File: src/rtl/evt_timer_pkg.sv
package evt_timer_pkg;

   typedef enum logic [2:0] {
      EV0_OFF    = 3'd0,
      EV0_RETRIG = 3'd1,
      EV0_COUNT  = 3'd2,
      EV0_START  = 3'd3,
      EV0_INC    = 3'd4,
      EV0_GATED  = 3'd5
   } ev0_act_e;

   typedef enum logic [2:0] {
      EV1_OFF    = 3'd0,
      EV1_RETRIG = 3'd1,
      EV1_DIR    = 3'd2,
      EV1_STOP   = 3'd3,
      EV1_DEC    = 3'd4
   } ev1_act_e;

   // Decoded per-cycle request to the counter core
   typedef struct packed {
      logic retrig;
      logic start;
      logic stop;
      logic cnt_edge;
      logic inc;
      logic dec;
      logic gated_mode;
      logic gate_lvl;
      logic free_mode;
      logic start_mode;
      logic dir_valid;
      logic dir_val;
   } evt_cmd_t;

endpackage

File: src/rtl/evt_in_cond.sv
module evt_in_cond #(
   parameter int SYNC_STAGES = 2
) (
   input  logic clk_i,
   input  logic rst_ni,
   input  logic raw_i,
   input  logic inv_i,
   output logic lvl_o,
   output logic rise_o
);

   logic synced;
   logic prev_q;

   generate
      if (SYNC_STAGES == 0) begin : g_direct
         assign synced = raw_i;
      end else if (SYNC_STAGES == 1) begin : g_one
         logic s_q;
         always_ff @(posedge clk_i or negedge rst_ni) begin
            if (!rst_ni) s_q <= 1'b0;
            else         s_q <= raw_i;
         end
         assign synced = s_q;
      end else begin : g_chain
         logic [SYNC_STAGES-1:0] chain_q;
         always_ff @(posedge clk_i or negedge rst_ni) begin
            if (!rst_ni) chain_q <= '0;
            else         chain_q <= {chain_q[SYNC_STAGES-2:0], raw_i};
         end
         assign synced = chain_q[SYNC_STAGES-1];
      end
   endgenerate

   assign lvl_o = synced ^ inv_i;

   always_ff @(posedge clk_i or negedge rst_ni) begin
      if (!rst_ni) prev_q <= 1'b0;
      else         prev_q <= lvl_o;
   end

   assign rise_o = lvl_o & ~prev_q;

endmodule

File: src/rtl/evt_act_decode.sv
module evt_act_decode
   import evt_timer_pkg::*;
(
   input  logic [1:0] lvl_i,
   input  logic [1:0] rise_i,
   input  logic [1:0] en_i,
   input  logic [2:0] ev0_act_i,
   input  logic [2:0] ev1_act_i,
   output evt_cmd_t   cmd_o
);

   ev0_act_e a0;
   ev1_act_e a1;
   logic     e0_edge;
   logic     e1_edge;

   assign a0      = ev0_act_e'(ev0_act_i);
   assign a1      = ev1_act_e'(ev1_act_i);
   assign e0_edge = en_i[0] & rise_i[0];
   assign e1_edge = en_i[1] & rise_i[1];

   always_comb begin
      cmd_o = '0;
      cmd_o.free_mode = 1'b1;
      case (a0)
         EV0_RETRIG: cmd_o.retrig   = e0_edge;
         EV0_COUNT: begin
            cmd_o.cnt_edge  = e0_edge;
            cmd_o.free_mode = ~en_i[0];
         end
         EV0_START: begin
            cmd_o.start      = e0_edge;
            cmd_o.start_mode = en_i[0];
         end
         EV0_INC:   cmd_o.inc      = e0_edge;
         EV0_GATED: begin
            cmd_o.gated_mode = en_i[0];
            cmd_o.gate_lvl   = en_i[0] & lvl_i[0];
            cmd_o.free_mode  = ~en_i[0];
         end
         default: ;
      endcase
      case (a1)
         EV1_RETRIG: cmd_o.retrig = cmd_o.retrig | e1_edge;
         EV1_DIR: begin
            cmd_o.dir_valid = en_i[1];
            cmd_o.dir_val   = lvl_i[1];
         end
         EV1_STOP:   cmd_o.stop = e1_edge;
         EV1_DEC:    cmd_o.dec  = e1_edge;
         default: ;
      endcase
   end

endmodule

File: src/rtl/evt_cnt_core.sv
module evt_cnt_core
   import evt_timer_pkg::*;
#(
   parameter int CNT_W = 16
) (
   input  logic             clk_i,
   input  logic             rst_ni,
   input  logic             tick_i,
   input  evt_cmd_t         cmd_i,
   input  logic [CNT_W-1:0] top_i,
   output logic [CNT_W-1:0] count_o,
   output logic             dir_o,
   output logic             run_o,
   output logic [CNT_W-1:0] nxt_cnt_o,
   output logic             step_o,
   output logic             wrap_o,
   output logic             load_o
);

   logic [CNT_W-1:0] count_q, cnt_d;
   logic             dir_q, dir_d;
   logic             run_q, run_d;
   logic             evt_step, tick_step, step_dn;

   always_comb begin
      cnt_d     = count_q;
      run_d     = run_q;
      dir_d     = cmd_i.dir_valid ? cmd_i.dir_val : dir_q;
      load_o    = 1'b0;
      wrap_o    = 1'b0;
      evt_step  = 1'b0;
      tick_step = 1'b0;
      step_dn   = dir_q;
      if (cmd_i.retrig) begin
         load_o = 1'b1;
         run_d  = 1'b1;
         cnt_d  = dir_q ? top_i : '0;
      end else begin
         if (cmd_i.start && !run_q) run_d = 1'b1;
         if (cmd_i.stop)            run_d = 1'b0;
         tick_step = tick_i &&
                     ((cmd_i.gated_mode && cmd_i.gate_lvl) ||
                      (cmd_i.free_mode && run_q && !cmd_i.stop));
         if (cmd_i.cnt_edge) begin
            evt_step = 1'b1;
            step_dn  = dir_q;
         end else if (cmd_i.inc) begin
            evt_step = 1'b1;
            step_dn  = 1'b0;
         end else if (cmd_i.dec) begin
            evt_step = 1'b1;
            step_dn  = 1'b1;
         end
         if (evt_step || tick_step) begin
            if (step_dn) begin
               if (count_q == '0) begin
                  cnt_d  = top_i;
                  wrap_o = 1'b1;
               end else begin
                  cnt_d = count_q - 1'b1;
               end
            end else begin
               if (count_q >= top_i) begin
                  cnt_d  = '0;
                  wrap_o = 1'b1;
               end else begin
                  cnt_d = count_q + 1'b1;
               end
            end
            if (!evt_step && cmd_i.start_mode &&
                ((step_dn && cnt_d == '0) || (!step_dn && cnt_d == top_i)))
               run_d = 1'b0;
         end
      end
   end

   assign step_o    = evt_step | tick_step;
   assign nxt_cnt_o = cnt_d;

   always_ff @(posedge clk_i or negedge rst_ni) begin
      if (!rst_ni) begin
         count_q <= '0;
         dir_q   <= 1'b0;
         run_q   <= 1'b0;
      end else begin
         count_q <= cnt_d;
         dir_q   <= dir_d;
         run_q   <= run_d;
      end
   end

   assign count_o = count_q;
   assign dir_o   = dir_q;
   assign run_o   = run_q;

endmodule

File: src/rtl/evt_out_gen.sv
module evt_out_gen #(
   parameter int CNT_W  = 16,
   parameter int NUM_CC = 2
) (
   input  logic                    clk_i,
   input  logic                    rst_ni,
   input  logic [CNT_W-1:0]        nxt_cnt_i,
   input  logic                    step_i,
   input  logic                    wrap_i,
   input  logic                    load_i,
   input  logic [NUM_CC*CNT_W-1:0] cmp_i,
   input  logic                    ovf_oe_i,
   input  logic                    trg_oe_i,
   input  logic                    cnt_oe_i,
   input  logic [NUM_CC-1:0]       mc_oe_i,
   output logic                    ovf_evt_o,
   output logic                    trg_evt_o,
   output logic                    cnt_evt_o,
   output logic [NUM_CC-1:0]       mc_evt_o
);

   logic upd;
   assign upd = step_i | load_i;

   always_ff @(posedge clk_i or negedge rst_ni) begin
      if (!rst_ni) begin
         ovf_evt_o <= 1'b0;
         trg_evt_o <= 1'b0;
         cnt_evt_o <= 1'b0;
      end else begin
         ovf_evt_o <= wrap_i & ovf_oe_i;
         trg_evt_o <= load_i & trg_oe_i;
         cnt_evt_o <= step_i & cnt_oe_i;
      end
   end

   generate
      for (genvar n = 0; n < NUM_CC; n++) begin : g_cc
         always_ff @(posedge clk_i or negedge rst_ni) begin
            if (!rst_ni) mc_evt_o[n] <= 1'b0;
            else         mc_evt_o[n] <= upd & mc_oe_i[n] &
                                        (nxt_cnt_i == cmp_i[n*CNT_W +: CNT_W]);
         end
      end
   endgenerate

endmodule

File: src/rtl/evt_timer_ctrl.sv
module evt_timer_ctrl
   import evt_timer_pkg::*;
#(
   parameter int CNT_W       = 16,
   parameter int NUM_CC      = 2,
   parameter int SYNC_STAGES = 2
) (
   input  logic                    clk_i,
   input  logic                    rst_ni,
   input  logic                    presc_tick_i,
   input  logic [1:0]              evt_i,
   input  logic [1:0]              evt_inv_i,
   input  logic [1:0]              evt_en_i,
   input  logic [2:0]              ev0_act_i,
   input  logic [2:0]              ev1_act_i,
   input  logic [CNT_W-1:0]        top_i,
   input  logic [NUM_CC*CNT_W-1:0] cmp_i,
   input  logic                    ovf_oe_i,
   input  logic                    trg_oe_i,
   input  logic                    cnt_oe_i,
   input  logic [NUM_CC-1:0]       mc_oe_i,
   output logic [CNT_W-1:0]        count_o,
   output logic                    dir_o,
   output logic                    run_o,
   output logic                    ovf_evt_o,
   output logic                    trg_evt_o,
   output logic                    cnt_evt_o,
   output logic [NUM_CC-1:0]       mc_evt_o
);

   localparam int NUM_EV = 2;

   generate
      if (CNT_W < 2 || CNT_W > 32) begin : g_bad_width
         $error("evt_timer_ctrl: CNT_W must lie in 2..32");
      end
      if (NUM_CC < 1 || NUM_CC > 8) begin : g_bad_cc
         $error("evt_timer_ctrl: NUM_CC must lie in 1..8");
      end
      if (SYNC_STAGES < 0 || SYNC_STAGES > 4) begin : g_bad_sync
         $error("evt_timer_ctrl: SYNC_STAGES must lie in 0..4");
      end
   endgenerate

   logic [NUM_EV-1:0] lvl, rise;
   evt_cmd_t          cmd;
   logic [CNT_W-1:0]  nxt_cnt;
   logic              step, wrap, load;

   generate
      for (genvar i = 0; i < NUM_EV; i++) begin : g_in
         evt_in_cond #(.SYNC_STAGES(SYNC_STAGES)) cond_i (
            .clk_i  (clk_i),
            .rst_ni (rst_ni),
            .raw_i  (evt_i[i]),
            .inv_i  (evt_inv_i[i]),
            .lvl_o  (lvl[i]),
            .rise_o (rise[i])
         );
      end
   endgenerate

   evt_act_decode dec_i (
      .lvl_i     (lvl),
      .rise_i    (rise),
      .en_i      (evt_en_i),
      .ev0_act_i (ev0_act_i),
      .ev1_act_i (ev1_act_i),
      .cmd_o     (cmd)
   );

   evt_cnt_core #(.CNT_W(CNT_W)) core_i (
      .clk_i     (clk_i),
      .rst_ni    (rst_ni),
      .tick_i    (presc_tick_i),
      .cmd_i     (cmd),
      .top_i     (top_i),
      .count_o   (count_o),
      .dir_o     (dir_o),
      .run_o     (run_o),
      .nxt_cnt_o (nxt_cnt),
      .step_o    (step),
      .wrap_o    (wrap),
      .load_o    (load)
   );

   evt_out_gen #(.CNT_W(CNT_W), .NUM_CC(NUM_CC)) out_i (
      .clk_i     (clk_i),
      .rst_ni    (rst_ni),
      .nxt_cnt_i (nxt_cnt),
      .step_i    (step),
      .wrap_i    (wrap),
      .load_i    (load),
      .cmp_i     (cmp_i),
      .ovf_oe_i  (ovf_oe_i),
      .trg_oe_i  (trg_oe_i),
      .cnt_oe_i  (cnt_oe_i),
      .mc_oe_i   (mc_oe_i),
      .ovf_evt_o (ovf_evt_o),
      .trg_evt_o (trg_evt_o),
      .cnt_evt_o (cnt_evt_o),
      .mc_evt_o  (mc_evt_o)
   );

endmodule

File: config.mk
export PLATFORM = sky130hd
export DESIGN_NAME = evt_timer_ctrl
export DESIGN_NICKNAME = d
export VERILOG_FILES = /design/src/rtl/evt_timer_pkg.sv /design/src/rtl/evt_in_cond.sv /design/src/rtl/evt_act_decode.sv /design/src/rtl/evt_cnt_core.sv /design/src/rtl/evt_out_gen.sv /design/src/rtl/evt_timer_ctrl.sv
export SDC_FILE = /design/constraint.sdc
export NUM_CORES = 1
export LEC_CHECK = 0
export BUFFER_PORTS_ARGS = -buffer_cell sky130_fd_sc_hd__buf_2
export CAP_MARGIN = 25
export CORE_ASPECT_RATIO = 0.7
export CORE_UTILIZATION = 41
export CTS_BUF_LIST = sky130_fd_sc_hd__clkbuf_8
export CTS_CLUSTER_DIAMETER = 40
export DETAILED_ROUTE_END_ITERATION = 7
export GPL_ROUTABILITY_DRIVEN = 0
export PLACE_DENSITY = 0.66
export REMOVE_ABC_BUFFERS = 1
export SETUP_SLACK_MARGIN = 0.15
export SYNTH_ARGS = -nofsm -noshare
export SYNTH_HDL_FRONTEND = slang
export SYNTH_HIERARCHICAL = 1
export SYNTH_SLANG_ARGS = --single-unit
export TNS_END_PERCENT = 30
File: constraint.sdc
create_clock -name clk_i -period 9.8 [get_ports clk_i]
set_input_delay 1.47 -clock clk_i [delete_from_list [all_inputs] [get_ports clk_i]]
set_output_delay 1.47 -clock clk_i [all_outputs]
set_load 0.02 [all_outputs]
==> flow_metrics.py <==
metrics = {
    "power": {
        "p_sw_mw": 0.555,
        "clkPwrFrac": 0.112,
        "p_comb_frac": 0.626,
        "intPower_mw": 0.455,
        "switching_share": 0.549,
        "powerDensity_nw_per_um2": 241,
        "ir_drop_mv": 0.137,
        "pwr-share-seq": 0.262,
        "leakage_nw": 1.85,
    },
    "critical_path": {
        "crit_arrival_ns": 5.95,
        "start_kind": "primary input",
        "crit_path_cell_trace": "buf_2 -> inv_1 -> ha_1 -> nor2b_1 -> o211a_1 -> o31ai_1 -> nand4_1 -> o21ai_0 -> mux2i_1 -> o21ai_0 -> xor2_1 -> nor4_1 -> nand4_1 -> nor4_2",
        "cp-end-kind": "flop",
        "crit_family": "compound AO/OA/AOI/OAI gates",
        "rrSetupSlack_ns": 4.78,
        "crit_buf_inv": 2,
        "cp_slowest_stage_delay_ns": 0.87,
        "crit_fanout": 20,
        "crit_type": "in -> reg",
        "crit_slowest_cell": "nand4_1",
        "worstPathRequired_ns": 10.00,
    },
    "clock_network": {
        "hold_buffers": 0,
        "cts-root-buf": "clkbuf_8",
        "cts.path.max_buffers": 2,
        "clk_pin_slew_ns": 0.06,
        "clock_latency_ns": 0.29,
        "htreeDepth": 2,
        "clock_sinks": 29,
        "cts_buffers": 5,
        "cts_tree": "yes",
        "post_cts_resized": 0,
        "postCtsSetupRepairBufs": 0,
    },
    "cells_and_area": {
        "multi_input_area_um2": 2660,
        "nets": 611,
        "fillers": 839,
        "n_antenna_cell": 0,
        "layout-drive-gt1-share": 0.236,
        "syn2layout_area_growth_pct": 14.1,
        "regArea_um2": 726,
        "post-route-util": 0.488,
    },
    "detailed_routing": {
        "route.antenna.remaining_nets": 0,
        "drt_pass1_iterations": 6,
        "drt_iter0_drc": 445,
        "via_per_inst": 6.13,
        "route.detailed.drc": 0,
        "routed_wl_mm": 12.2,
        "wl_per_cell_um": 18.9,
        "num_vias": 3956,
    },
    "floorplanning": {
        "start_util": 0.428,
        "die_width_um": 115,
        "row_count": 28,
        "die_y_um": 81.2,
        "dieArea_um2": 9340,
        "core-area_um2": 8580,
        "num_io_pins": 91,
    },
    "yosys": {
        "synthSimpleGateAreaFrac": 0.289,
        "synth-edff-count": 0,
        "async_reset_ff_frac": 1.00,
        "ys_seq_elements": 29,
        "yosysWarnings": 6,
        "seq_area_frac_synth": 0.198,
        "synth_xor_area_frac": 0.143,
        "synth.area.mux_share": 0.0331,
        "syn_inst": 456,
        "synth-compound-area-share": 0.193,
        "syn_area_um2": 3670,
        "syn-mean-instance-area_um2": 8.05,
        "yosys.cell_types.count": 69,
        "synth_top_family_by_area": "simple AND/OR/NAND/NOR gates",
        "ys.flop_type": "dfrtp_1",
        "synth-adder-area-share": 0.0648,
    },
    "run_status": {
        "status": "complete, no violations",
    },
    "placement": {
        "post-dp-hpwl_mm": 9.57,
        "pre_cts_slack_ns": 3.94,
        "io_buffers": 90,
    },
    "sta": {
        "final-hold-violation-count": 0,
        "fmax_ghz": 0.174,
        "setup_violations": 0,
        "skew_ns": 0.00614,
        "fin_crit_sh": 0.587,
        "tns_ns": 0,
        "drv_slew": 0,
        "fin_ws_ns": 4.05,
        "slew_headroom": 0.388,
        "period_needed_ns": 5.75,
        "tightest_slew_ns": 0.915,
        "rsz0062_at_grt": "no",
    },
    "run": {
        "cap_violations": 0,
    },
    "grt": {
        "grt_max_degree": 39,
        "grt_pass1_wl_mm": 19.4,
        "grt_pass1_vias": 3587,
        "antenna_found_initial": 0,
        "grt.overflow.total": 0,
        "globalRouteTotalUtil": 0.273,
    },
    "min_path": {
        "hp-class": "reg -> reg",
    },
}
cells in the final DEF, fill, tap and decap left out, types with 6 or more instances in the layout:
cell / n
nand4_1: 10
nand3_1: 26
nand2_1: 32
dfrtp_1: 29
o22ai_1: 6
nor3_1: 17
a21oi_1: 17
buf_2: 90
xor2_1: 43
nor4_1: 17
ha_1: 19
mux2i_1: 11
o21ai_0: 34
nor2_1: 20
inv_1: 23
clkbuf_8: 7
xnor2_1: 17
cells in the mapped netlist (4+ instances only):
master | count | area (µm²)
a211oi_1 | 4 | 30.0
a21oi_1 | 17 | 85.1
a31oi_1 | 5 | 31.3
and2_1 | 5 | 31.3
and4_1 | 5 | 43.8
buf_2 | 5 | 25.0
buf_4 | 7 | 52.6
buf_6 | 7 | 78.8
clkbuf_1 | 11 | 41.3
dfrtp_1 | 29 | 726
ha_1 | 19 | 238
inv_1 | 23 | 86.3
mux2i_1 | 11 | 110
nand2_1 | 32 | 120
nand3_1 | 26 | 130
nand4_1 | 10 | 62.6
nor2_1 | 20 | 75.1
nor2b_1 | 5 | 31.3
nor3_1 | 17 | 85.1
nor3b_1 | 4 | 30.0
nor4_1 | 17 | 106
nor4b_1 | 4 | 35.0
o211ai_1 | 5 | 37.5
o21ai_0 | 34 | 170
o22ai_1 | 7 | 43.8
o31ai_1 | 4 | 30.0
or3_1 | 4 | 25.0
xnor2_1 | 17 | 149
xor2_1 | 43 | 377
worst reg2reg max path: cells and delay by family (launching register included):
| family | cells | cell delay [ns] |
|---|---|---|
| flip-flops | 1 | 0.73 |
| AO/OA/AOI/OAI | 4 | 1.98 |
| multiplexers | 1 | 0.15 |
| adder cells (fa/ha/maj) | 1 | 0.37 |
| AND/OR/NAND/NOR | 5 | 1.60 |
| XOR/XNOR | 1 | 0.12 |
final timing paths:
| path | startpoint | cells after the start | end |
|---|---|---|---|
| worst min register to register | g_in[1].cond_i/g_chain.chain_q[0] | 0 | g_in[1].cond_i/g_chain.chain_q[1] |
| worst min-delay path | g_in[1].cond_i/g_chain.chain_q[0] | 0 | g_in[1].cond_i/g_chain.chain_q[1] |
| worst max-delay path | top_i[1] | 14 | out_i/mc_evt_o[0] |
| min in group asynchronous | rst_ni | 1 | core_i/count_o[7] |
| max in group asynchronous | rst_ni | 1 | core_i/count_o[1] |
| worst max register to register | core_i/count_o[2] | 12 | out_i/mc_evt_o[0] |
per-layer routing:
layer  global-route usage  vias to the layer above  routed length (µm)
li1                     -                     1804                   -
met1                0.406                     1863                5650
met2                0.388                      267                4880
met3               0.0724                       22                1510
met4               0.0571                        0                 155
met5                    0                        -                   0
power by group through the flow:
stage / logic, mW / clock network [mW] / registers, mW
final: 0.632 / 0.113 / 0.264
after global routing: 0.684 / 0.122 / 0.271
after CTS: 0.616 / 0.115 / 0.259
after detailed placement: 0.613 / 0 / 0.262
after global placement: 0.609 / 0 / 0.261
after floorplan: 0.401 / 0 / 0.265
flip-flops by register name, summed over array words and instances, names as in the netlist, 2 cells and up:
name / flops
g_in.cond_i/g_chain.chain_q: 4
core_i/count_o: 16
g_in.cond_i/prev_q: 2
out_i/mc_evt_o: 2
area by class of cell:
type                    instances  area share
multi-input cells             373       0.635
well taps                     120      0.0358
inverters                      23      0.0206
repair buffers                 92       0.111
clock inverters                 1     0.00119
flip-flops and latches         29       0.173
clock buffers                   7      0.0230
per-stage QoR:
step / hold slack (ns) / instances / total power [mW] / instance area [µm²]
6_report: 0.350 / 645 / 1.01 / 4190
5_1_grt: 0.370 / 645 / 1.08 / 4190
4_1_cts: 0.352 / 645 / 0.990 / 4190
3_5_place_dp: 0.337 / 637 / 0.875 / 4090
3_3_place_gp: 0.333 / 637 / 0.870 / 4090
2_1_floorplan: 0.331 / 425 / 0.666 / 3470
cells by family (layout without fill, tap and decap cells):
| family | after synthesis | after routing |
|---|---|---|
| flops | 29 | 29 |
| fa+ha+maj | 19 | 19 |
| simple gates | 176 | 176 |
| compound gates | 106 | 106 |
| buf+inv | 54 | 123 |
| xor+xnor | 60 | 60 |
| mux | 12 | 12 |
Power figures use the tool's default switching activity.
